**src/rtl/smbt_pkg.sv**
```systemverilog
package smbt_pkg;

  localparam int unsigned BYTE_W = 8;
  localparam int unsigned ADDR_W = 7;

  localparam logic [ADDR_W-1:0] ALERT_RESP_ADDR = 7'b0001100;

  localparam logic [BYTE_W-1:0] CMD_RD_TEMP   = 8'h01;
  localparam logic [BYTE_W-1:0] CMD_RD_STATUS = 8'h02;
  localparam logic [BYTE_W-1:0] CMD_RD_CFG    = 8'h03;
  localparam logic [BYTE_W-1:0] CMD_RD_RATE   = 8'h04;
  localparam logic [BYTE_W-1:0] CMD_RD_HIGH   = 8'h07;
  localparam logic [BYTE_W-1:0] CMD_RD_LOW    = 8'h08;
  localparam logic [BYTE_W-1:0] CMD_WR_CFG    = 8'h09;
  localparam logic [BYTE_W-1:0] CMD_WR_RATE   = 8'h0A;

  localparam logic [BYTE_W-1:0] RST_CFG  = 8'h00;
  localparam logic [BYTE_W-1:0] RST_RATE = 8'h02;
  localparam logic [BYTE_W-1:0] LIM_HIGH = 8'h7F;
  localparam logic [BYTE_W-1:0] LIM_LOW  = 8'hC9;
  localparam logic [BYTE_W-1:0] RST_PTR  = CMD_RD_TEMP;

  typedef enum logic [3:0] {
    LS_IDLE,
    LS_ADDR,
    LS_AACK,
    LS_CMD,
    LS_CACK,
    LS_DATA,
    LS_DACK,
    LS_TX,
    LS_MACK,
    LS_SKIP
  } link_state_t;

endpackage

```
**src/rtl/smbt_line_sync.sv**
```systemverilog
module smbt_line_sync #(
  parameter int unsigned STAGES = 2
) (
  input  logic clk,
  input  logic rst_n,
  input  logic scl_in,
  input  logic sda_in,
  output logic scl_lvl,
  output logic sda_lvl,
  output logic scl_rise,
  output logic scl_fall,
  output logic start_det,
  output logic stop_det
);

  logic [STAGES-1:0] scl_pipe_q, scl_pipe_d;
  logic [STAGES-1:0] sda_pipe_q, sda_pipe_d;
  logic              scl_prev_q, sda_prev_q;

  generate
    if (STAGES == 1) begin : g_single
      always_comb begin
        scl_pipe_d = scl_in;
        sda_pipe_d = sda_in;
      end
    end else begin : g_chain
      always_comb begin
        scl_pipe_d = {scl_pipe_q[STAGES-2:0], scl_in};
        sda_pipe_d = {sda_pipe_q[STAGES-2:0], sda_in};
      end
    end
  endgenerate

  always_ff @(posedge clk or negedge rst_n) begin
    if (!rst_n) begin
      scl_pipe_q <= '1;
      sda_pipe_q <= '1;
      scl_prev_q <= 1'b1;
      sda_prev_q <= 1'b1;
    end else begin
      scl_pipe_q <= scl_pipe_d;
      sda_pipe_q <= sda_pipe_d;
      scl_prev_q <= scl_pipe_q[STAGES-1];
      sda_prev_q <= sda_pipe_q[STAGES-1];
    end
  end

  always_comb begin
    scl_lvl   = scl_pipe_q[STAGES-1];
    sda_lvl   = sda_pipe_q[STAGES-1];
    scl_rise  = scl_lvl & ~scl_prev_q;
    scl_fall  = ~scl_lvl & scl_prev_q;
    start_det = scl_lvl & scl_prev_q & sda_prev_q & ~sda_lvl;
    stop_det  = scl_lvl & scl_prev_q & ~sda_prev_q & sda_lvl;
  end

endmodule

```
**src/rtl/smbt_regs.sv**
```systemverilog
module smbt_regs
  import smbt_pkg::*;
(
  input  logic              clk,
  input  logic              rst_n,
  input  logic              ptr_ld,
  input  logic [BYTE_W-1:0] ptr_val,
  input  logic              wr_stb,
  input  logic [BYTE_W-1:0] wr_data,
  input  logic [BYTE_W-1:0] temp_in,
  input  logic [BYTE_W-1:0] status_in,
  input  logic              alert_set,
  input  logic              alert_clr,
  output logic [BYTE_W-1:0] rd_data,
  output logic [BYTE_W-1:0] ptr_q,
  output logic [BYTE_W-1:0] cfg_q,
  output logic [BYTE_W-1:0] rate_q,
  output logic              alert_q
);

  logic [BYTE_W-1:0] ptr_d, cfg_d, rate_d;
  logic              alert_d;
  logic              cfg_en, rate_en, ptr_en, alert_en;

  function automatic logic [BYTE_W-1:0] sel_byte(
    input logic [BYTE_W-1:0] code,
    input logic [BYTE_W-1:0] t,
    input logic [BYTE_W-1:0] s,
    input logic [BYTE_W-1:0] c,
    input logic [BYTE_W-1:0] r
  );
    case (code)
      CMD_RD_TEMP:   sel_byte = t;
      CMD_RD_STATUS: sel_byte = s;
      CMD_RD_CFG:    sel_byte = c;
      CMD_RD_RATE:   sel_byte = r;
      CMD_RD_HIGH:   sel_byte = LIM_HIGH;
      CMD_RD_LOW:    sel_byte = LIM_LOW;
      default:       sel_byte = '0;
    endcase
  endfunction

  always_comb begin
    ptr_en   = ptr_ld;
    ptr_d    = ptr_val;
    cfg_en   = wr_stb && (ptr_q == CMD_WR_CFG);
    rate_en  = wr_stb && (ptr_q == CMD_WR_RATE);
    cfg_d    = wr_data;
    rate_d   = wr_data;
    alert_en = alert_set | alert_clr;
    alert_d  = alert_set;
    rd_data  = sel_byte(ptr_q, temp_in, status_in, cfg_q, rate_q);
  end

  always_ff @(posedge clk or negedge rst_n) begin
    if (!rst_n) begin
      ptr_q   <= RST_PTR;
      cfg_q   <= RST_CFG;
      rate_q  <= RST_RATE;
      alert_q <= 1'b0;
    end else begin
      if (ptr_en)   ptr_q   <= ptr_d;
      if (cfg_en)   cfg_q   <= cfg_d;
      if (rate_en)  rate_q  <= rate_d;
      if (alert_en) alert_q <= alert_d;
    end
  end

endmodule

```
**src/rtl/smbt_link.sv**
```systemverilog
module smbt_link
  import smbt_pkg::*;
#(
  parameter logic [ADDR_W-1:0] DEV_ADDR = 7'h2A
) (
  input  logic              clk,
  input  logic              rst_n,
  input  logic              sda_lvl,
  input  logic              scl_rise,
  input  logic              scl_fall,
  input  logic              start_det,
  input  logic              stop_det,
  input  logic              alert_q,
  input  logic [BYTE_W-1:0] rd_data,
  output logic              sda_oe,
  output logic              ptr_ld,
  output logic [BYTE_W-1:0] ptr_val,
  output logic              wr_stb,
  output logic [BYTE_W-1:0] wr_data,
  output logic              ara_done
);

  localparam int unsigned CNT_W = $clog2(BYTE_W + 1);
  localparam logic [CNT_W-1:0] CNT_FULL = CNT_W'(BYTE_W);
  localparam logic [CNT_W-1:0] CNT_LAST = CNT_W'(BYTE_W - 1);

  link_state_t       st_q, st_d;
  logic [CNT_W-1:0]  cnt_q, cnt_d;
  logic [BYTE_W-1:0] sh_q, sh_d;
  logic              rw_q, rw_d;
  logic              ara_q, ara_d;
  logic              nack_q, nack_d;
  logic              own_hit, ara_hit;
  logic [BYTE_W-1:0] tx_byte;

  always_comb begin
    own_hit = (sh_q[BYTE_W-1:1] == DEV_ADDR);
    ara_hit = (sh_q[BYTE_W-1:1] == ALERT_RESP_ADDR) && sh_q[0] && alert_q;
    tx_byte = ara_q ? {DEV_ADDR, 1'b1} : rd_data;
  end

  always_comb begin
    st_d     = st_q;
    cnt_d    = cnt_q;
    sh_d     = sh_q;
    rw_d     = rw_q;
    ara_d    = ara_q;
    nack_d   = nack_q;
    ptr_ld   = 1'b0;
    ptr_val  = sh_q;
    wr_stb   = 1'b0;
    wr_data  = sh_q;
    ara_done = 1'b0;

    if (start_det) begin
      st_d  = LS_ADDR;
      cnt_d = '0;
      ara_d = 1'b0;
    end else if (stop_det) begin
      st_d  = LS_IDLE;
      ara_d = 1'b0;
    end else begin
      case (st_q)
        LS_ADDR, LS_CMD, LS_DATA: begin
          if (scl_rise && (cnt_q != CNT_FULL)) begin
            sh_d  = {sh_q[BYTE_W-2:0], sda_lvl};
            cnt_d = cnt_q + 1'b1;
          end else if (scl_fall && (cnt_q == CNT_FULL)) begin
            cnt_d = '0;
            if (st_q == LS_ADDR) begin
              if (own_hit || ara_hit) begin
                st_d  = LS_AACK;
                rw_d  = sh_q[0];
                ara_d = ara_hit;
              end else begin
                st_d = LS_SKIP;
              end
            end else if (st_q == LS_CMD) begin
              ptr_ld = 1'b1;
              st_d   = LS_CACK;
            end else begin
              wr_stb = 1'b1;
              st_d   = LS_DACK;
            end
          end
        end
        LS_AACK: begin
          if (scl_fall) begin
            cnt_d = '0;
            if (rw_q) begin
              sh_d = tx_byte;
              st_d = LS_TX;
            end else begin
              st_d = LS_CMD;
            end
          end
        end
        LS_CACK: begin
          if (scl_fall) begin
            cnt_d = '0;
            st_d  = LS_DATA;
          end
        end
        LS_DACK: begin
          if (scl_fall) st_d = LS_SKIP;
        end
        LS_TX: begin
          if (scl_fall) begin
            sh_d = {sh_q[BYTE_W-2:0], 1'b1};
            if (cnt_q == CNT_LAST) begin
              cnt_d = '0;
              st_d  = LS_MACK;
            end else begin
              cnt_d = cnt_q + 1'b1;
            end
          end
        end
        LS_MACK: begin
          if (scl_rise) begin
            nack_d = sda_lvl;
          end else if (scl_fall) begin
            ara_done = ara_q;
            if (!nack_q) begin
              sh_d = tx_byte;
              st_d = LS_TX;
            end else begin
              st_d = LS_SKIP;
            end
          end
        end
        default: ;
      endcase
    end
  end

  always_comb begin
    sda_oe = (st_q == LS_AACK) || (st_q == LS_CACK) || (st_q == LS_DACK) ||
             ((st_q == LS_TX) && !sh_q[BYTE_W-1]);
  end

  always_ff @(posedge clk or negedge rst_n) begin
    if (!rst_n) begin
      st_q   <= LS_IDLE;
      cnt_q  <= '0;
      sh_q   <= '0;
      rw_q   <= 1'b0;
      ara_q  <= 1'b0;
      nack_q <= 1'b1;
    end else begin
      st_q   <= st_d;
      cnt_q  <= cnt_d;
      sh_q   <= sh_d;
      rw_q   <= rw_d;
      ara_q  <= ara_d;
      nack_q <= nack_d;
    end
  end

endmodule

```
**src/rtl/smbt_therm_slave.sv**
```systemverilog
module smbt_therm_slave
  import smbt_pkg::*;
#(
  parameter logic [ADDR_W-1:0] DEV_ADDR    = 7'h2A,
  parameter int unsigned       SYNC_STAGES = 2
) (
  input  logic              clk,
  input  logic              rst_n,
  input  logic              scl_in,
  input  logic              sda_in,
  output logic              sda_oe,
  input  logic [BYTE_W-1:0] temp_in,
  input  logic [BYTE_W-1:0] status_in,
  input  logic              alert_set,
  output logic              alert_o,
  output logic [BYTE_W-1:0] cfg_o,
  output logic [BYTE_W-1:0] rate_o
);

  logic [1:0]        rst_pipe_q;
  logic              rst_q;
  logic              scl_lvl, sda_lvl, scl_rise, scl_fall, start_det, stop_det;
  logic              ptr_ld, wr_stb, ara_done;
  logic [BYTE_W-1:0] ptr_val, wr_data, rd_data, ptr_q;

  always_ff @(posedge clk or negedge rst_n) begin
    if (!rst_n) rst_pipe_q <= '0;
    else        rst_pipe_q <= {rst_pipe_q[0], 1'b1};
  end
  assign rst_q = rst_pipe_q[1];

  smbt_line_sync #(.STAGES(SYNC_STAGES)) u_sync (
    .clk       (clk),
    .rst_n     (rst_q),
    .scl_in    (scl_in),
    .sda_in    (sda_in),
    .scl_lvl   (scl_lvl),
    .sda_lvl   (sda_lvl),
    .scl_rise  (scl_rise),
    .scl_fall  (scl_fall),
    .start_det (start_det),
    .stop_det  (stop_det)
  );

  smbt_link #(.DEV_ADDR(DEV_ADDR)) u_link (
    .clk       (clk),
    .rst_n     (rst_q),
    .sda_lvl   (sda_lvl),
    .scl_rise  (scl_rise),
    .scl_fall  (scl_fall),
    .start_det (start_det),
    .stop_det  (stop_det),
    .alert_q   (alert_o),
    .rd_data   (rd_data),
    .sda_oe    (sda_oe),
    .ptr_ld    (ptr_ld),
    .ptr_val   (ptr_val),
    .wr_stb    (wr_stb),
    .wr_data   (wr_data),
    .ara_done  (ara_done)
  );

  smbt_regs u_regs (
    .clk       (clk),
    .rst_n     (rst_q),
    .ptr_ld    (ptr_ld),
    .ptr_val   (ptr_val),
    .wr_stb    (wr_stb),
    .wr_data   (wr_data),
    .temp_in   (temp_in),
    .status_in (status_in),
    .alert_set (alert_set),
    .alert_clr (ara_done),
    .rd_data   (rd_data),
    .ptr_q     (ptr_q),
    .cfg_q     (cfg_o),
    .rate_q    (rate_o),
    .alert_q   (alert_o)
  );

endmodule

```
**config.mk**
```make
export PLATFORM = sky130hd
export DESIGN_NAME = smbt_therm_slave
export DESIGN_NICKNAME = d
export VERILOG_FILES = /design/src/rtl/smbt_pkg.sv /design/src/rtl/smbt_line_sync.sv /design/src/rtl/smbt_regs.sv /design/src/rtl/smbt_link.sv /design/src/rtl/smbt_therm_slave.sv
export SDC_FILE = /design/constraint.sdc
export NUM_CORES = 1
export LEC_CHECK = 0
export ABC_AREA = 1
export BUFFER_PORTS_ARGS = -buffer_cell sky130_fd_sc_hd__clkbuf_2
export CORE_MARGIN = 5
export CORE_UTILIZATION = 54
export CTS_BUF_LIST = sky130_fd_sc_hd__clkbuf_2
export DETAILED_ROUTE_END_ITERATION = 8
export PLACE_DENSITY = 0.78
export SLEW_MARGIN = 10
export SYNTH_ARGS = -nofsm -noshare
export SYNTH_HDL_FRONTEND = slang
export SYNTH_SLANG_ARGS = --single-unit
export TNS_END_PERCENT = 10
```
**constraint.sdc**
```tcl
create_clock -name clk -period 1.55 [get_ports clk]
set_clock_uncertainty 0.15 [all_clocks]
set_input_delay 0 -clock clk [delete_from_list [all_inputs] [get_ports clk]]
set_output_delay 0 -clock clk [all_outputs]
set_load 0.01 [all_outputs]
```
==> summary.md <==
| Metric | Value |
|---|---|
| Final Cycle Share | `1.22` |
| Area Overhead vs Synth | `45.7%` |
| Setup CP Type | `reg -> out` |
| CTS HTree Levels | `2` |
| Outcome | `complete, but fails checks` |
| Worst vdd ir | `roughly 1 mV` |
| Vias/cell | `~5.5` |
| Area leader, netlist | `dfrtp_1` |
| Int Power | `3.66 mW` |
| Switching part of the total power | `0.454` |
| CTS root buffer | `clkbuf_2` |
| Worst Slack Setup Final | `-342 ps` |
| Clock Latency Late Sink | `430 ps` |
| Pins Over Slew Limit | `0` |
| HP Class | `reg -> async` |
| CTS tree | `done` |
| Std cell rows | `27` |
| Fin nets | `a little over 600` |
| IO Count | `39` |
| Die ar. | `about 7400 um^2` |
| Violated checks | `setup timing` |
| Max FO, Critical Path | `3` |
| Syn avg cell area | `slightly below 7 um^2` |
| Yosys warns | `0` |
| Share of the synthesized area in the top cell type | `0.346` |
| DR vias | `around 3700` |
| Worst hold slack | `roughly 30 ps` |
| MaxCap Viol Count | `0` |
| Hpwl dp | `between 6 and 7 mm` |
| 1st-iter DRT viols | `between 400 and 500` |
| Switch Pwr | `between 3 and 4 mW` |
| Clock transition at the registers of the reported paths | `between 200 and 300 ps` |
| First-pass GRT wire length | `15.4 mm` |
| # DRC | `0` |
| Distinct cells, synth | `27` |
| Clock buffer count from CTS | `5` |
| Finished Layout Cells | `between 600 and 700` |
| Commonest non-fill, non-tap cell in the layout | `nand2_1` |
| Syn_nets | `around 480` |
| Initial antenna violation count | `0` |
| Cells taking the most area after synthesis | `dfrtp_1 35%, nand2_1 18%, nor2_1 8.5%` |
| Min Tclk post-route | `between 1500 and 2000 ps` |
| Data arrival, critical path | `1740 ps` |
| Grt total ovfl | `0` |
| Fin util | `0.817` |
| Vias in the first global route | `about 3300` |
| DRT Wirelength | `9.74 mm` |
| Antenna cell count | `0` |
| Fin. Hold Viols | `0` |
| Fmax | `around 0.53 GHz` |
| Clk network pwr share | `0.107` |
| Chip width | `between 80 and 90 um` |
| Clock Sinks | `52` |
| Fill cells | `~320` |
| Req. time, crit path | `1400 ps` |
| Post-route antenna net violation count | `0` |
| Placed insts | `about 630` |
| Placeable Area | `around 5500 um^2` |
| Most frequent cells in the layout | `132 x nand2_1, 71 x buf_4, 54 x nor2_1` |
| Setup violations, final | `44` |
| Total power | `approximately 6.7 mW` |
| Pwr/cell area | `between 1000 and 1500 nW/um^2` |
| Leakage | `2.40 nW` |
| GRT Util Overall | `0.256` |
| Placer congestion estimate | `0.957` |
| Die Span Y | `about 86 um` |
| RSZ-0062 raised after global routing | `true` |
| Post-Syn Area | `3110 um^2` |
| Sequential fraction of the synthesis area | `0.423` |
| Routed wire length per instance | `around 14 um` |
| Comb power frac | `0.587` |
| Starting Density | `0.561` |
| Synth Register Bits | `52` |
| Syn Inst Count | `approximately 460` |
| DP Worst Slack | `-292 ps` |
| Part of the power in registers | `0.306` |
| CTS Buffer Depth | `2` |
| I/O Buffers | `38` |
| Layout cell share with drive strength beyond 1 | `0.352` |
| Largest net degree at the start of global routing | `21` |
| Total iterations of the first detailed-routing run | `5` |
| Critical Path End Type | `primary output` |
| Setup crit start kind | `register` |
state kept, by name, summed over array words and instances, names as in the netlist:
name / flops
u_link.ptr_val: 8
u_sync.sda_prev_q: 1
u_regs.cfg_q: 8
u_regs.rate_q: 8
u_link.nack_q: 1
u_regs.alert_q: 1
u_sync.scl_prev_q: 1
u_link.st_q: 4
u_sync.sda_pipe_q: 2
u_sync.scl_pipe_q: 2
u_regs.ptr_q: 8
u_link.ara_q: 1
u_link.cnt_q: 4
u_link.rw_q: 1
rst_pipe_q: 2
synth_stat cells:
library cell and number:
buf_6 2, nand3_4 1, nand2_4 2, nand2_8 1
nand2_2 1, nor2_2 3, nor3_1 5, ha_1 2
dfstp_2 9, xor2_1 2, nor2_1 70, nand4_1 9
buf_2 1, o21bai_1 1, inv_2 2, a21oi_2 1
inv_1 54, nand3_1 40, o211ai_1 1, clkbuf_1 3
nor2_4 3, dfrtp_1 43, o21ai_1 2, a21oi_1 10
o21ai_0 39, nand2_1 148, conb_1 1
worst paths after layout:
kind	start	to	depth (start not counted)	slack, ps
max in group asynchronous	rst_pipe_q[1]$_DFF_PN0_	u_link.nack_q$_DFFE_PN1P_	1	700
min in group clk	sda_in	u_sync.sda_pipe_q[0]$_DFF_PN1_	2	50
min reg2reg	rst_pipe_q[1]$_DFF_PN0_	u_link.cnt_q[3]$_DFFE_PN0P_	0	30
max	u_link.st_q[3]$_DFFE_PN0P_	sda_oe	7	-340
max reg2reg	u_link.st_q[3]$_DFFE_PN0P_	u_link.st_q[0]$_DFFE_PN0P_	11	-340
min	rst_pipe_q[1]$_DFF_PN0_	u_link.cnt_q[3]$_DFFE_PN0P_	0	30
layer usage:
metal | GRT usage | part of all wire
met1 | 0.359 | 0.41
met2 | 0.418 | 0.46
met3 | 0.0384 | 0.10
met4 | 0.0633 | 0.024
met5 | 0 | 0
kinds of logic (layout without fill, tap and decap cells):
kind of cell    count (synthesis)  after routing  synth area share
simple gates                  283            284             0.392
xor+xnor                        2              2           0.00564
flops                          52             52             0.423
other cells                     1              1           0.00121
fa+ha+maj                       2              2           0.00806
buf+inv                        62            205            0.0802
compound gates                 54             54            0.0899
critical path, cell delays in order, from the launching register on:
cell and delay (ps):
dfrtp_1 500, inv_2 110, nand2_4 70, nor2_4 120
inv_2 50, buf_6 100, o211ai_1 190, buf_2 170
layout make-up:
| cell class | instances | area (um^2) | area share |
|---|---|---|---|
| Clock buffer | 7 | 35.0 | 0.00774 |
| Clock inverter | 1 | 30.0 | 0.00664 |
| Inverter | 56 | 213 | 0.0470 |
| Multi-Input combinational cell | 343 | 1770 | 0.390 |
| Sequential cell | 52 | 1320 | 0.291 |
| Tap cell | 72 | 90.1 | 0.0199 |
| Timing Repair Buffer | 141 | 1070 | 0.237 |
through the flow:
step	cell area (um^2)	TNS, ps
2_1_floorplan	3110	-9210
3_3_place_gp	3930	-8110
3_5_place_dp	3930	-9380
4_1_cts	4340	-8740
5_1_grt	4530	-13370
6_report	4530	-8920
power groups by stage:
stage                     registers, mW  logic (mW)  clock network (mW)
final                              2.05        3.93               0.719
after global routing               2.09        4.31               0.779
after CTS                          1.99        3.49               0.733
after detailed placement           1.99        3.20                   0
after global placement             1.98        3.14                   0
after floorplan                    1.94        1.99                   0
what timing repair did:
item                                   4_1_cts  5_1_grt
hold buffers                                21        0
cloned                                       0        1
gates resized for setup                     37       67
setup endpoints to repair                   44       45
endpoints found under the hold margin       13        0
pin swaps                                    6       11
setup buffers                                7        2
Note: power is estimated with default switching activity, not from simulation.
